### src/rtl/spi_byte_pkg.sv
package spi_byte_pkg;

    localparam int DATA_W = 8;
    localparam int HALF_W = 7;
    localparam int DIV_R0 = 4;
    localparam int DIV_R1 = 16;
    localparam int DIV_R2 = 64;
    localparam int DIV_R3 = 128;

    typedef enum logic [1:0] {
        ADDR_CTRL = 2'd0,
        ADDR_STAT = 2'd1,
        ADDR_DATA = 2'd2,
        ADDR_NONE = 2'd3
    } reg_addr_e;

    typedef struct packed {
        logic       irq_en;
        logic       enable;
        logic       master;
        logic       ss_guard;
        logic [1:0] rate;
    } ctrl_t;

    // Half serial period in system clocks for a rate code and speed bit.
    function automatic logic [HALF_W-1:0] half_period(input logic [1:0] rate, input logic dbl);
        logic [HALF_W-1:0] base;
        unique case (rate)
            2'd0:    base = HALF_W'(DIV_R0 / 2);
            2'd1:    base = HALF_W'(DIV_R1 / 2);
            2'd2:    base = HALF_W'(DIV_R2 / 2);
            default: base = HALF_W'(DIV_R3 / 2);
        endcase
        return dbl ? (base >> 1) : base;
    endfunction

endpackage

### src/rtl/spi_rate_div.sv
module spi_rate_div #(
    parameter int HALF_W = spi_byte_pkg::HALF_W
) (
    input  logic              clk,
    input  logic              rst_n,
    input  logic              run,
    input  logic [HALF_W-1:0] half_len,
    output logic              tick
);

    typedef struct packed {
        logic [HALF_W-1:0] cnt;
    } div_state_t;

    div_state_t cur_q, nxt_d;

    always_comb begin
        nxt_d = cur_q;
        tick  = run && (cur_q.cnt == (half_len - HALF_W'(1)));
        if (!run || tick) begin
            nxt_d.cnt = '0;
        end else begin
            nxt_d.cnt = cur_q.cnt + HALF_W'(1);
        end
    end

    always_ff @(posedge clk or negedge rst_n) begin
        if (!rst_n) begin
            cur_q <= '0;
        end else begin
            cur_q <= nxt_d;
        end
    end

    // the half-period counter never passes the selected length
    p_cnt_in_window_r3: assert property (@(posedge clk) disable iff (!rst_n)
        run |-> (cur_q.cnt < half_len));

endmodule

### src/rtl/spi_shift_engine.sv
module spi_shift_engine #(
    parameter int DATA_W = spi_byte_pkg::DATA_W
) (
    input  logic              clk,
    input  logic              rst_n,
    input  logic              start,
    input  logic [DATA_W-1:0] tx_byte,
    input  logic              tick,
    input  logic              miso,
    output logic              busy,
    output logic              sclk,
    output logic              mosi,
    output logic              done,
    output logic [DATA_W-1:0] rx_byte
);

    localparam int CNT_W = (DATA_W > 1) ? $clog2(DATA_W) : 1;

    typedef struct packed {
        logic              busy;
        logic              sclk;
        logic              samp;
        logic [CNT_W-1:0]  bit_cnt;
        logic [DATA_W-1:0] shreg;
        logic [DATA_W-1:0] rxbuf;
    } eng_state_t;

    eng_state_t cur_q, nxt_d;

    always_comb begin
        nxt_d = cur_q;
        done  = 1'b0;
        if (start && !cur_q.busy) begin
            nxt_d.busy    = 1'b1;
            nxt_d.sclk    = 1'b0;
            nxt_d.bit_cnt = '0;
            nxt_d.shreg   = tx_byte;
        end else if (cur_q.busy && tick) begin
            if (!cur_q.sclk) begin
                nxt_d.sclk = 1'b1;
                nxt_d.samp = miso;
            end else begin
                nxt_d.sclk  = 1'b0;
                nxt_d.shreg = {cur_q.shreg[DATA_W-2:0], cur_q.samp};
                if (cur_q.bit_cnt == CNT_W'(DATA_W - 1)) begin
                    nxt_d.busy  = 1'b0;
                    nxt_d.rxbuf = {cur_q.shreg[DATA_W-2:0], cur_q.samp};
                    done        = 1'b1;
                end else begin
                    nxt_d.bit_cnt = cur_q.bit_cnt + CNT_W'(1);
                end
            end
        end
    end

    always_ff @(posedge clk or negedge rst_n) begin
        if (!rst_n) begin
            cur_q <= '0;
        end else begin
            cur_q <= nxt_d;
        end
    end

    assign busy    = cur_q.busy;
    assign sclk    = cur_q.sclk;
    assign mosi    = cur_q.shreg[DATA_W-1];
    assign rx_byte = cur_q.rxbuf;

    // the serial clock rests low whenever no exchange runs
    p_sclk_idle_low_r1: assert property (@(posedge clk) disable iff (!rst_n)
        !cur_q.busy |-> !cur_q.sclk);

    // the output line only moves on a falling serial edge
    p_mosi_steady_r2: assert property (@(posedge clk) disable iff (!rst_n)
        (cur_q.busy && !(tick && cur_q.sclk)) |=> $stable(mosi));

endmodule

### src/rtl/spi_flag_unit.sv
module spi_flag_unit (
    input  logic clk,
    input  logic rst_n,
    input  logic xfer_done,
    input  logic collide,
    input  logic fault,
    input  logic stat_rd,
    input  logic data_acc,
    input  logic irq_ack,
    output logic spif,
    output logic wcol
);

    typedef struct packed {
        logic spif;
        logic wcol;
        logic armed;
    } flag_state_t;

    flag_state_t cur_q, nxt_d;

    always_comb begin
        nxt_d = cur_q;
        if (data_acc) begin
            nxt_d.armed = 1'b0;
            if (cur_q.armed) begin
                nxt_d.spif = 1'b0;
                nxt_d.wcol = 1'b0;
            end
        end
        if (stat_rd) begin
            nxt_d.armed = cur_q.spif | cur_q.wcol;
        end
        if (irq_ack) begin
            nxt_d.spif = 1'b0;
        end
        if (xfer_done || fault) begin
            nxt_d.spif = 1'b1;
        end
        if (collide) begin
            nxt_d.wcol = 1'b1;
        end
    end

    always_ff @(posedge clk or negedge rst_n) begin
        if (!rst_n) begin
            cur_q <= '0;
        end else begin
            cur_q <= nxt_d;
        end
    end

    assign spif = cur_q.spif;
    assign wcol = cur_q.wcol;

    // a colliding write always leaves the collision flag set
    p_collide_sets_r4: assert property (@(posedge clk) disable iff (!rst_n)
        collide |=> wcol);

    // without an armed read, a data access clears nothing
    p_clear_needs_arm_r5: assert property (@(posedge clk) disable iff (!rst_n)
        (data_acc && !cur_q.armed && !irq_ack) |=> (!$fell(spif) && !$fell(wcol)));

    // end of an exchange or a mode fault sets the completion flag
    p_event_sets_flag_r3: assert property (@(posedge clk) disable iff (!rst_n)
        (xfer_done || fault) |=> spif);

    // an acknowledge with no new event drops the completion flag
    p_ack_clears_r6: assert property (@(posedge clk) disable iff (!rst_n)
        (irq_ack && !xfer_done && !fault) |=> !spif);

endmodule

### src/rtl/spi_byte_ctrl.sv
module spi_byte_ctrl #(
    parameter int DATA_W      = spi_byte_pkg::DATA_W,
    parameter int HALF_W      = spi_byte_pkg::HALF_W,
    parameter int SYNC_STAGES = 2
) (
    input  logic              clk,
    input  logic              rst_n,
    input  logic [1:0]        bus_addr,
    input  logic              bus_wr,
    input  logic              bus_rd,
    input  logic [DATA_W-1:0] bus_wdata,
    output logic [DATA_W-1:0] bus_rdata,
    input  logic              gie_i,
    input  logic              irq_ack_i,
    output logic              irq_o,
    output logic              sclk_o,
    output logic              mosi_o,
    input  logic              miso_i,
    input  logic              ss_n_i
);
    import spi_byte_pkg::*;

    typedef struct packed {
        ctrl_t                  ctrl;
        logic                   dbl;
        logic [SYNC_STAGES-1:0] ss_sync;
    } top_state_t;

    top_state_t cur_q, nxt_d;

    logic              busy, done, tick, spif, wcol;
    logic              sel_ctrl, sel_stat, sel_data;
    logic              start, collide, fault, data_acc, stat_rd;
    logic [HALF_W-1:0] half_len;
    logic [DATA_W-1:0] rx_byte;
    logic              unused_wdata;

    assign sel_ctrl = (bus_addr == ADDR_CTRL);
    assign sel_stat = (bus_addr == ADDR_STAT);
    assign sel_data = (bus_addr == ADDR_DATA);

    assign start    = bus_wr && sel_data && cur_q.ctrl.enable && cur_q.ctrl.master && !busy;
    assign collide  = bus_wr && sel_data && busy;
    assign data_acc = (bus_wr || bus_rd) && sel_data;
    assign stat_rd  = bus_rd && sel_stat;
    assign fault    = cur_q.ctrl.enable && cur_q.ctrl.master && cur_q.ctrl.ss_guard
                      && !cur_q.ss_sync[SYNC_STAGES-1];
    assign half_len = half_period(cur_q.ctrl.rate, cur_q.dbl);
    assign unused_wdata = ^{bus_wdata[5], bus_wdata[3]};

    always_comb begin
        nxt_d         = cur_q;
        nxt_d.ss_sync = {cur_q.ss_sync[SYNC_STAGES-2:0], ss_n_i};
        if (bus_wr && sel_ctrl) begin
            nxt_d.ctrl.irq_en   = bus_wdata[7];
            nxt_d.ctrl.enable   = bus_wdata[6];
            nxt_d.ctrl.master   = bus_wdata[4];
            nxt_d.ctrl.ss_guard = bus_wdata[2];
            nxt_d.ctrl.rate     = bus_wdata[1:0];
        end
        if (bus_wr && sel_stat) begin
            nxt_d.dbl = bus_wdata[0];
        end
    end

    always_ff @(posedge clk or negedge rst_n) begin
        if (!rst_n) begin
            cur_q         <= '0;
            cur_q.ss_sync <= '1;
        end else begin
            cur_q <= nxt_d;
        end
    end

    always_comb begin
        bus_rdata = '0;
        unique case (bus_addr)
            ADDR_CTRL: bus_rdata = {cur_q.ctrl.irq_en, cur_q.ctrl.enable, 1'b0, cur_q.ctrl.master,
                                    1'b0, cur_q.ctrl.ss_guard, cur_q.ctrl.rate};
            ADDR_STAT: bus_rdata = {spif, wcol, 5'b00000, cur_q.dbl};
            ADDR_DATA: bus_rdata = rx_byte;
            default:   bus_rdata = '0;
        endcase
    end

    assign irq_o = spif && cur_q.ctrl.irq_en && gie_i;

    spi_rate_div #(.HALF_W(HALF_W)) div_i (
        .clk      (clk),
        .rst_n    (rst_n),
        .run      (busy),
        .half_len (half_len),
        .tick     (tick)
    );

    spi_shift_engine #(.DATA_W(DATA_W)) eng_i (
        .clk     (clk),
        .rst_n   (rst_n),
        .start   (start),
        .tx_byte (bus_wdata),
        .tick    (tick),
        .miso    (miso_i),
        .busy    (busy),
        .sclk    (sclk_o),
        .mosi    (mosi_o),
        .done    (done),
        .rx_byte (rx_byte)
    );

    spi_flag_unit flag_i (
        .clk       (clk),
        .rst_n     (rst_n),
        .xfer_done (done),
        .collide   (collide),
        .fault     (fault),
        .stat_rd   (stat_rd),
        .data_acc  (data_acc),
        .irq_ack   (irq_ack_i),
        .spif      (spif),
        .wcol      (wcol)
    );

    // an exchange begins only when enabled as master
    p_start_needs_master_r9: assert property (@(posedge clk) disable iff (!rst_n)
        $rose(busy) |-> $past(cur_q.ctrl.enable && cur_q.ctrl.master));

endmodule

### config.mk
export PLATFORM = sky130hd
export DESIGN_NAME = spi_byte_ctrl
export DESIGN_NICKNAME = d
export VERILOG_FILES = /design/src/rtl/spi_byte_pkg.sv /design/src/rtl/spi_rate_div.sv /design/src/rtl/spi_shift_engine.sv /design/src/rtl/spi_flag_unit.sv /design/src/rtl/spi_byte_ctrl.sv
export SDC_FILE = /design/constraint.sdc
export NUM_CORES = 1
export LEC_CHECK = 0
export ABC_AREA = 1
export BUFFER_PORTS_ARGS = -buffer_cell sky130_fd_sc_hd__buf_2
export CAP_MARGIN = 10
export CELL_PAD_IN_SITES_DETAIL_PLACEMENT = 1
export CELL_PAD_IN_SITES_GLOBAL_PLACEMENT = 1
export CORE_ASPECT_RATIO = 1.75
export CORE_MARGIN = 4
export CORE_UTILIZATION = 38
export CTS_CLUSTER_DIAMETER = 150
export DETAILED_ROUTE_END_ITERATION = 10
export GPL_TIMING_DRIVEN = 0
export HOLD_SLACK_MARGIN = 0.12
export MAX_ROUTING_LAYER = met4
export PLACE_DENSITY_LB_ADDON = 0.1
export SYNTH_ARGS = -nofsm -noshare
export SYNTH_HDL_FRONTEND = slang
export SYNTH_SLANG_ARGS = --single-unit
export TNS_END_PERCENT = 5
### constraint.sdc
create_clock -name clk -period 1.4 [get_ports clk]
set_clock_uncertainty 0.15 [all_clocks]
set_input_delay 0 -clock clk [delete_from_list [all_inputs] [get_ports clk]]
set_output_delay 0 -clock clk [all_outputs]
set_load 0.03 [all_outputs]
# == Word-level counts from Yosys, hierarchy flattened ==
# Index checks and enable logic that the tools add are counted.
# totals
rom_bits,0
register_bits,41
output_inout_bits,11
word_cells,93
latch_bits,0
mem_count,0
input_bits,18
mem_bits_rw,0
# op_classes
div,0
add_sub_neg,3
eq_ne,7
n_shift,0
n_lt_le_gt_ge,0
n_bitwise,3
mul,0
reduce_logical,39
muxes,24
# op_table
operator,n
$pmux W8 S3,1
$mux W22,1
$pmux W7 S3,1
$mux W19,1
$logic_and A1 B1 Y1,17
$mux W7,2
$mux W1,12
$reduce_bool A2 Y1,6
$mux W11,1
$reduce_and A3 Y1,3
$mux W8,1
$add A7 B1 Y7 const B,1
$eq A7 B7 Y1,1
$sub A7 B1 Y7 const B,1
$mux W3,2
$reduce_and A2 Y1,3
$reduce_bool A3 Y1,2
$eq A2 B1 Y1 const B,2
$eq A2 B2 Y1 const B,2
$logic_not A2 Y1,2
$mux W2,2
$reduce_and A4 Y1,1
$add A3 B1 Y3 const B,1
$eq A3 B3 Y1 const B,1
5 further kinds,9

# == Longest topological paths before layout ==
# Gate-level depths: netlist of the first run.
# depth
depth_word,12
mapped_depth,11
ltp_nobuf,11

# == Hierarchy ==
# From an unflattened synthesis of the first run, not the netlist that was laid out.
# unflattened
hier_cells,336
hier_area_um2,2544.9
# by_module_without_submodules
mod,n_inst,cells_each,area_each_um2,seq_area_each_um2
spi_shift_engine,1,135,1173.6,550.5
spi_rate_div,1,94,626.9,175.2
spi_byte_ctrl,1,92,621.8,227.7
spi_flag_unit,1,15,122.6,75.1

# == Worst setup path after synthesis of the first run ==
# No wires, ideal clock.
# synth_path
kind,register to register
startpoint,register eng_i.cur_q (netlist bit eng_i.sclk)
endpoint,register eng_i.cur_q[18] in the netlist's numbering
setup_ns,0.117
path_stages_with_launch,7
synth_period_minus_slack_ns,1.604
required_ns,1.133
arrival_time_ns,1.337
slack_ns,-0.204
n_path_buf,1
cell_sequence,dfrtp_1 clkbuf_1 inv_1 o21ai_0 nand2_1 nand2_1 nand2_1
# synth_between
elab_chain_cells,2
# synth_lines
item,line,rtl
from (decl),spi_shift_engine.sv:28,"eng_state_t cur_q, nxt_d;"
from (signal assigned),spi_shift_engine.sv:60,cur_q <= nxt_d;
$reduce_bool A2 Y1 (no source line),-,
$reduce_and A3 Y1 (no source line),-,
# No other way between the ends.
# A chain may end at the register's enable or synchronous reset.

# == Worst setup path in the final report of the first run ==
# layout_path
startpoint,register div_i.cur_q[0] in the netlist's numbering
endpoint,register eng_i.cur_q (netlist bit eng_i.rx_byte[7])
# layout_between
elab_chain_cells,4
# layout_lines
item,line,rtl
from (decl),spi_rate_div.sv:15,"div_state_t cur_q, nxt_d;"
from (signal assigned),spi_rate_div.sv:31,cur_q <= nxt_d;
$eq A7 B7 Y1,spi_rate_div.sv:19,tick = run && (cur_q.cnt == (half_len - HALF_W'(1)));
$logic_and A1 B1 Y1,spi_rate_div.sv:19,
$logic_and A1 B1 Y1,spi_shift_engine.sv:38,end else if (cur_q.busy && tick) begin
$reduce_and A4 Y1 (no source line),-,
# No other way between the ends.

==> results of run 1 <==
per-stage QoR:
stage / TNS [ns] / util [%] / hold WS (ns)
after floorplan: -3.51 / - / -0.446
after global placement: -10.44 / 44.0 / -0.0447
after detailed placement: -11.00 / 44.0 / -0.0427
after CTS: -12.41 / 49.5 / 0.0420
after global routing: -15.24 / 51.1 / 0.0273
final: -10.32 / 51.1 / -0.00203
cell families after synthesis:
group	after synthesis	share of synthesized area [%]
fa+ha+maj	3	1.77
simple gates	156	34.1
buf+inv	37	7.09
flops	41	48.6
xor+xnor	2	0.828
compound gates	27	7.62
flip-flops by register name, indices dropped and copies added, names as in the netlist:
register,cells
eng_i.cur_q,11
flag_i.cur_q,1
eng_i.sclk,1
eng_i.rx_byte,8
eng_i.busy,1
flag_i.spif,1
flag_i.wcol,1
eng_i.mosi,1
cur_q,9
div_i.cur_q,7
cells in the mapped netlist, drive strengths merged:
master and instances:
nand2 80, nor2 40, dfrtp 39, inv 31, nand3 20, o21ai 17, nand4 10, buf 4
ha 3, a21oi 2, a22o 2, clkbuf 2, dfstp 2, nor3 2, nor3b 2, o211ai 2
o221ai 2, xor2 2, nand3b 1, o21bai 1, o32ai 1, or3 1
report_power, final:
group | total [W] | switching, W | internal [W]
sequential | 0.00177 | 0.000291 | 0.00148
combinational | 0.00145 | 0.000911 | 0.000535
clock | 0.000870 | 0.000424 | 0.000446
total | 0.00409 | 0.00163 | 0.00246
path summary, 6_finish.rpt:
path                               endpoint           start  cells after the start  slack [ns]
max                        eng_i.rx_byte[7]  div_i.cur_q[0]                      9       -0.37
min                                cur_q[4]     bus_addr[1]                      5      -0.002
max reg2reg                eng_i.rx_byte[7]  div_i.cur_q[0]                      9       -0.37
min reg2reg                        cur_q[1]        cur_q[0]                      0        0.21
max in group asynchronous          cur_q[2]           rst_n                      2        0.53
min in group asynchronous    div_i.cur_q[4]           rst_n                      2        0.13
worst min-delay path: cells and delay by family:
family | cells | cell delay [ns]
AOI/OAI and AO/OA | 1 | 0.06
and+or+nand+nor | 3 | 0.23
buffers and inverters | 1 | 0.11
routing by layer:
layer	vias to the layer above	GRT usage [%]	wire, um
li1	969	-	-
met1	941	20.2	2200
met2	22	36.2	3520
met3	12	2.20	126
met4	0	6.66	142
met5	-	-	0
area by class of cell:
class | instances | area (um2) | share of cell area, %
plain buffers | 6 | 41.3 | 1.51
clock buffers | 7 | 96.3 | 3.53
clock inverters | 1 | 5.00 | 0.183
inverters | 31 | 116 | 4.26
multi-input cells | 188 | 1000 | 36.7
flip-flops and latches | 41 | 1030 | 37.8
well taps | 74 | 92.6 | 3.39
repair buffers | 49 | 343 | 12.6
cell usage in the layout (no fill, tap or decap), types with 2 or more instances in the layout:
master          n
a21oi_1         2
a22o_1          2
buf_2          28
buf_4           7
clkbuf_2        2
clkbuf_8        7
dfrtp_1        35
dfrtp_2         4
dfstp_2         2
dlygate4sd3_1  15
ha_1            3
inv_1          26
inv_2           5
nand2_1        72
nand2_2         7
nand3_1        16
nand3_4         3
nand4_1         9
nor2_1         34
nor2_4          4
nor3_1          2
nor3b_1         2
o211ai_1        2
o21ai_0        14
o21ai_1         2
o221ai_1        2
xor2_1          2
timing repair:
action | in CTS | in global routing
setup endpoints to repair | 32 | 48
pin swaps | 2 | 3
buffers inserted | 0 | 4
hold buffers | 16 | 1
hold endpoints to repair | 59 | 4
gates cloned | 0 | 0
gates resized for setup | 14 | 20
==> flow_metrics.env, run 1 <==
export IMPL_status="finished with violations"
export IMPL_violations="negative hold slack, negative setup slack"
export IMPL_slew_headroom_pct=60.4
export IMPL_drt_iter0_drc=42
export IMPL_cts_path_max_buffers=2
export IMPL_synth_nets=287
export IMPL_wl_um=5980
export IMPL_finalPower_w=0.00409
export IMPL_start_util_pct=39.6
export IMPL_ys_seq_elements=41
export IMPL_yosysWarnings=0
export IMPL_hpwl_um=4270
export IMPL_setup_violations=40
export IMPL_fin_crit_ns=1.77
export IMPL_worstSetupPathType="reg2reg"
export IMPL_ant_nets=0
export IMPL_rows=35
export IMPL_clkSinkCount=41
export IMPL_netlist_instances=266
export IMPL_clk_pin_slew_ns=0.08
export IMPL_ios=29
export IMPL_worstHoldPathType="in2reg"
export IMPL_grt_pass1_wl_um=10100
export IMPL_fin_crit_sh_pct=126
export IMPL_vias=1944
export IMPL_nNetsFinal=343
export IMPL_clk_latency_ns=0.29
export IMPL_yosysUniqueCellTypes=31
export IMPL_postLayoutCellArea_um2=2730
export IMPL_clock_fmax_mhz=565
export IMPL_hold_worst_slack_ns=-0.00203
export IMPL_firstDrtPassIters=4
export IMPL_synth_area_um2=2120
export IMPL_final_hold_viol_count=2
export IMPL_grt_max_degree=42
export IMPL_setup_ws_ns=-0.369
export IMPL_gp_congestion=0.771
export IMPL_insertedDiodeCount=0
export IMPL_place_ws_ns=-0.512
export IMPL_max_stage_delay_ns=0.42
export IMPL_path_cells="nand2_1 > o21ai_1 > nand3_1 > nor2_4 > nand3_4 > nor2_8 > nand3_4 > nand2_1 > nand2_1"
export IMPL_path_buf_inv=0
export IMPL_critPathRequiredTime_ns=1.44
export IMPL_fp_dieH_um=107
export IMPL_slew_violations=0
export IMPL_syn_to_final_growth_pct=29.0
export IMPL_wl_per_cell_um=15.1
export IMPL_core_um2=5340
export IMPL_worst_pin_slew_ns=0.594
export IMPL_io_buffer_count=28
export IMPL_tritoncts="done"
export IMPL_critPathTopFamily="simple AND/OR/NAND/NOR gates"
export IMPL_grt_antenna_before_repair=0
export IMPL_path_max_fanout=10
export IMPL_yosysTopAreaCell="dfrtp_1"
export IMPL_grt_total_usage_pct=19.2
export IMPL_ir_drop_mv=0.682
export IMPL_nFillCells=686
export IMPL_stdcell_count=397
export IMPL_critPathSlowestCell="dfrtp_2"
export IMPL_power_density_nw_per_um2=1500
export IMPL_die_w_um=64.4
export IMPL_place_area_um2=2350
export IMPL_cts_root_buf="clkbuf_8"
export IMPL_grt_overflow=0
export IMPL_dieArea_um2=6880
export IMPL_start_kind="register"
export IMPL_yosysTopAreaCellShare_pct=46.1
export IMPL_grt_pass1_vias=2098
export IMPL_cts_htree_levels=2
export IMPL_dpl_cell_count=368
export IMPL_ys_top_cells_by_area="dfrtp_1 46%, nand2_1 14%, nor2_1 6.4%, inv_1 5.3%, nand3_1 4.3%"
export IMPL_cts_buffers_inserted=5
export IMPL_crit_arrival_ns=1.81
export IMPL_drv_cap=0
export IMPL_rsz0062_at_grt="true"
export IMPL_avgSynthCellArea_um2=7.96
export IMPL_drive_gt1_share_pct=24.1
export IMPL_power_leakage_nw=1.40
export IMPL_drc=0
export IMPL_yosysSeqAreaShare_pct=48.6
export IMPL_cp_common_cell="nand2_1"
export IMPL_viasPerCell=4.90
export IMPL_cp_end_kind="register"
Note: power is estimated with default switching activity, not from simulation.
==> run 2, diff against run 1 <==
--- a/config.mk
+++ b/config.mk
@@ -11,7 +11,7 @@
 export CELL_PAD_IN_SITES_DETAIL_PLACEMENT = 1
 export CELL_PAD_IN_SITES_GLOBAL_PLACEMENT = 1
 export CORE_ASPECT_RATIO = 1.75
-export CORE_MARGIN = 4
+export CORE_MARGIN = 5
 export CORE_UTILIZATION = 38
 export CTS_CLUSTER_DIAMETER = 150
 export DETAILED_ROUTE_END_ITERATION = 10
==> flow_metrics.env, run 2 (synthesized netlist as in run 1, its figures left out) <==
export IMPL_clk_pin_slew_ns=0.08
export IMPL_largest_register="eng_i.cur_q"
export IMPL_cts_buffers_inserted=5
export IMPL_critPathRequiredTime_ns=1.49
export IMPL_top_layer="met4"
export IMPL_firstDrtPassIters=4
export IMPL_drv_cap=0
export IMPL_worstHoldPathType="in2reg"
export IMPL_start_util_pct=38.5
export IMPL_nFillCells=707
export IMPL_nNetsFinal=347
export IMPL_grt_total_usage_pct=18.3
export IMPL_place_ws_ns=-0.519
export IMPL_start_kind="register"
export IMPL_worstSetupPathType="reg2reg"
export IMPL_tritoncts="done"
export IMPL_worst_pin_slew_ns=0.608
export IMPL_p_sw_share_pct=38.2
export IMPL_cp_end_kind="register"
export IMPL_vias=1938
export IMPL_status="finished with violations"
export IMPL_insertedDiodeCount=0
export IMPL_hold_worst_slack_ns=-0.0456
export IMPL_path_buf_inv=1
export IMPL_fin_crit_sh_pct=126
export IMPL_grt_overflow=0
export IMPL_gp_congestion=0.806
export IMPL_drive_gt1_share_pct=24.5
export IMPL_multi_input_area_um2=1020
export IMPL_rsz0062_at_grt="true"
export IMPL_ir_drop_mv=1.09
export IMPL_setup_violations=34
export IMPL_core_um2=5500
export IMPL_route_met3_wl_um=148
export IMPL_internal_power_w=0.00264
export IMPL_wl_per_cell_um=14.2
export IMPL_final_cell_mix="73 x nand2_1, 35 x dfrtp_1, 34 x nor2_1"
export IMPL_holdCritStartpoint="bus_addr[1]"
export IMPL_critPathSlowestCell="dfrtp_2"
export IMPL_io_buffer_count=28
export IMPL_rrSetupSlack_ns=-0.36
export IMPL_r2r_start="cur_q[4]"
export IMPL_cts_path_max_buffers=2
export IMPL_power_leakage_nw=1.41
export IMPL_timing_rr_end="eng_i.rx_byte[4]"
export IMPL_hold_path_depth=5
export IMPL_viasPerCell=4.81
export IMPL_fp_dieH_um=109
export IMPL_wl_um=5720
export IMPL_grt_antenna_before_repair=0
export IMPL_worstHoldEndpoint="cur_q[4]"
export IMPL_ant_nets=0
export IMPL_ff_latch_area_um2=1030
export IMPL_violations="negative hold slack, negative setup slack"
export IMPL_final_common_cell="nand2_1"
export IMPL_final_hold_viol_count=2
export IMPL_drt_met1_wl_um=2240
export IMPL_die_w_um=66.4
export IMPL_dieArea_um2=7220
export IMPL_syn_to_final_growth_pct=32.3
export IMPL_wl_met2_um=3240
export IMPL_largest_reg_flops=11
export IMPL_clockPowerShare_pct=23.8
export IMPL_grt_pass1_wl_um=9670
export IMPL_p_switching_w=0.00163
export IMPL_crit_arrival_ns=1.85
export IMPL_cts_root_buf="clkbuf_8"
export IMPL_finalPower_w=0.00427
export IMPL_ios=29
export IMPL_path_max_fanout=6
export IMPL_clkSinkCount=41
export IMPL_tns_ns=-10.24
export IMPL_drc=0
export IMPL_clk_latency_ns=0.30
export IMPL_grt_pass1_vias=2038
export IMPL_setup_ws_ns=-0.360
export IMPL_max_stage_delay_ns=0.43
export IMPL_power_density_nw_per_um2=1520
export IMPL_utilization_pct=51.0
export IMPL_p_comb_share_pct=35.7
export IMPL_hpwl_um=4120
export IMPL_reg2reg_depth=9
export IMPL_slew_violations=0
export IMPL_clock_fmax_mhz=568
export IMPL_slew_headroom_pct=59.5
export IMPL_cp_common_cell="nand2_1"
export IMPL_grt_max_degree=42
export IMPL_fin_crit_ns=1.76
export IMPL_path_cells="nand2_2 > o21ai_1 > nand2_1 > nor2_4 > nand3_4 > nor2_8 > buf_6 > nand4_1 > nand2_1"
export IMPL_drt_iter0_drc=72
export IMPL_rows=36
export IMPL_critPathTopFamily="simple AND/OR/NAND/NOR gates"
export IMPL_p_seq_share_pct=40.5
export IMPL_cts_htree_levels=2
## run 2: worst max path at each step
| stage | endpoint | cells past startpoint | from | slack, ns |
|---|---|---|---|---|
| floorplan | eng_i.cur_q[18] | 10 | cur_q[2] | -0.17 |
| global route | eng_i.rx_byte[2] | 9 | cur_q[3] | -0.49 |
| CTS | eng_i.rx_byte[4] | 8 | cur_q[3] | -0.40 |
| finish | eng_i.rx_byte[4] | 9 | cur_q[4] | -0.36 |
| global placement | eng_i.rx_byte[5] | 9 | cur_q[3] | -0.50 |
| detailed placement | eng_i.rx_byte[5] | 9 | cur_q[3] | -0.52 |
## run 2: area by class of cell
cell class | count | share of cell area (%)
plain buffers | 6 | 1.34
clock buffers | 6 | 2.95
clock inverters | 2 | 1.34
inverters | 31 | 4.15
multi-input cells | 189 | 36.5
flip-flops and latches | 41 | 36.9
well taps | 76 | 3.39
repair buffers | 52 | 13.4
## run 2: metrics by stage
stage          instances  instance area (um2)
2_1_floorplan        266                 2120
3_3_place_gp         370                 2350
3_5_place_dp         370                 2350
4_1_cts              400                 2750
5_1_grt              403                 2800
6_report             403                 2800
## run 2: what timing repair did
item | 4_1_cts | 5_1_grt
pin swaps | 11 | 7
endpoints found under the setup margin | 32 | 50
buffers inserted | 4 | 1
hold endpoints to repair | 59 | 5
hold buffers | 16 | 2
gates resized for setup | 21 | 13
cloned | 2 | 0
## run 2: routing by layer
metal  vias up  GRT usage [%]
met3         6           3.71
met2        19           32.7
li1        981              -
met5         -              -
met1       932           19.6
met4         0           6.54
## run 2: power groups by stage
stage               sequential (W)  combinational (W)  clock, W
floorplan                  0.00170           0.000946         0
global placement           0.00175            0.00124         0
detailed placement         0.00175            0.00127         0
CTS                        0.00173            0.00152   0.00106
global route               0.00177            0.00170   0.00110
finish                     0.00173            0.00152   0.00101
## run 2: worst min-delay path: stages
cell	delay [ns]
buf_2	0.10
nor2_2	0.07
nand2_1	0.10
nand2_1	0.05
o21ai_0	0.06
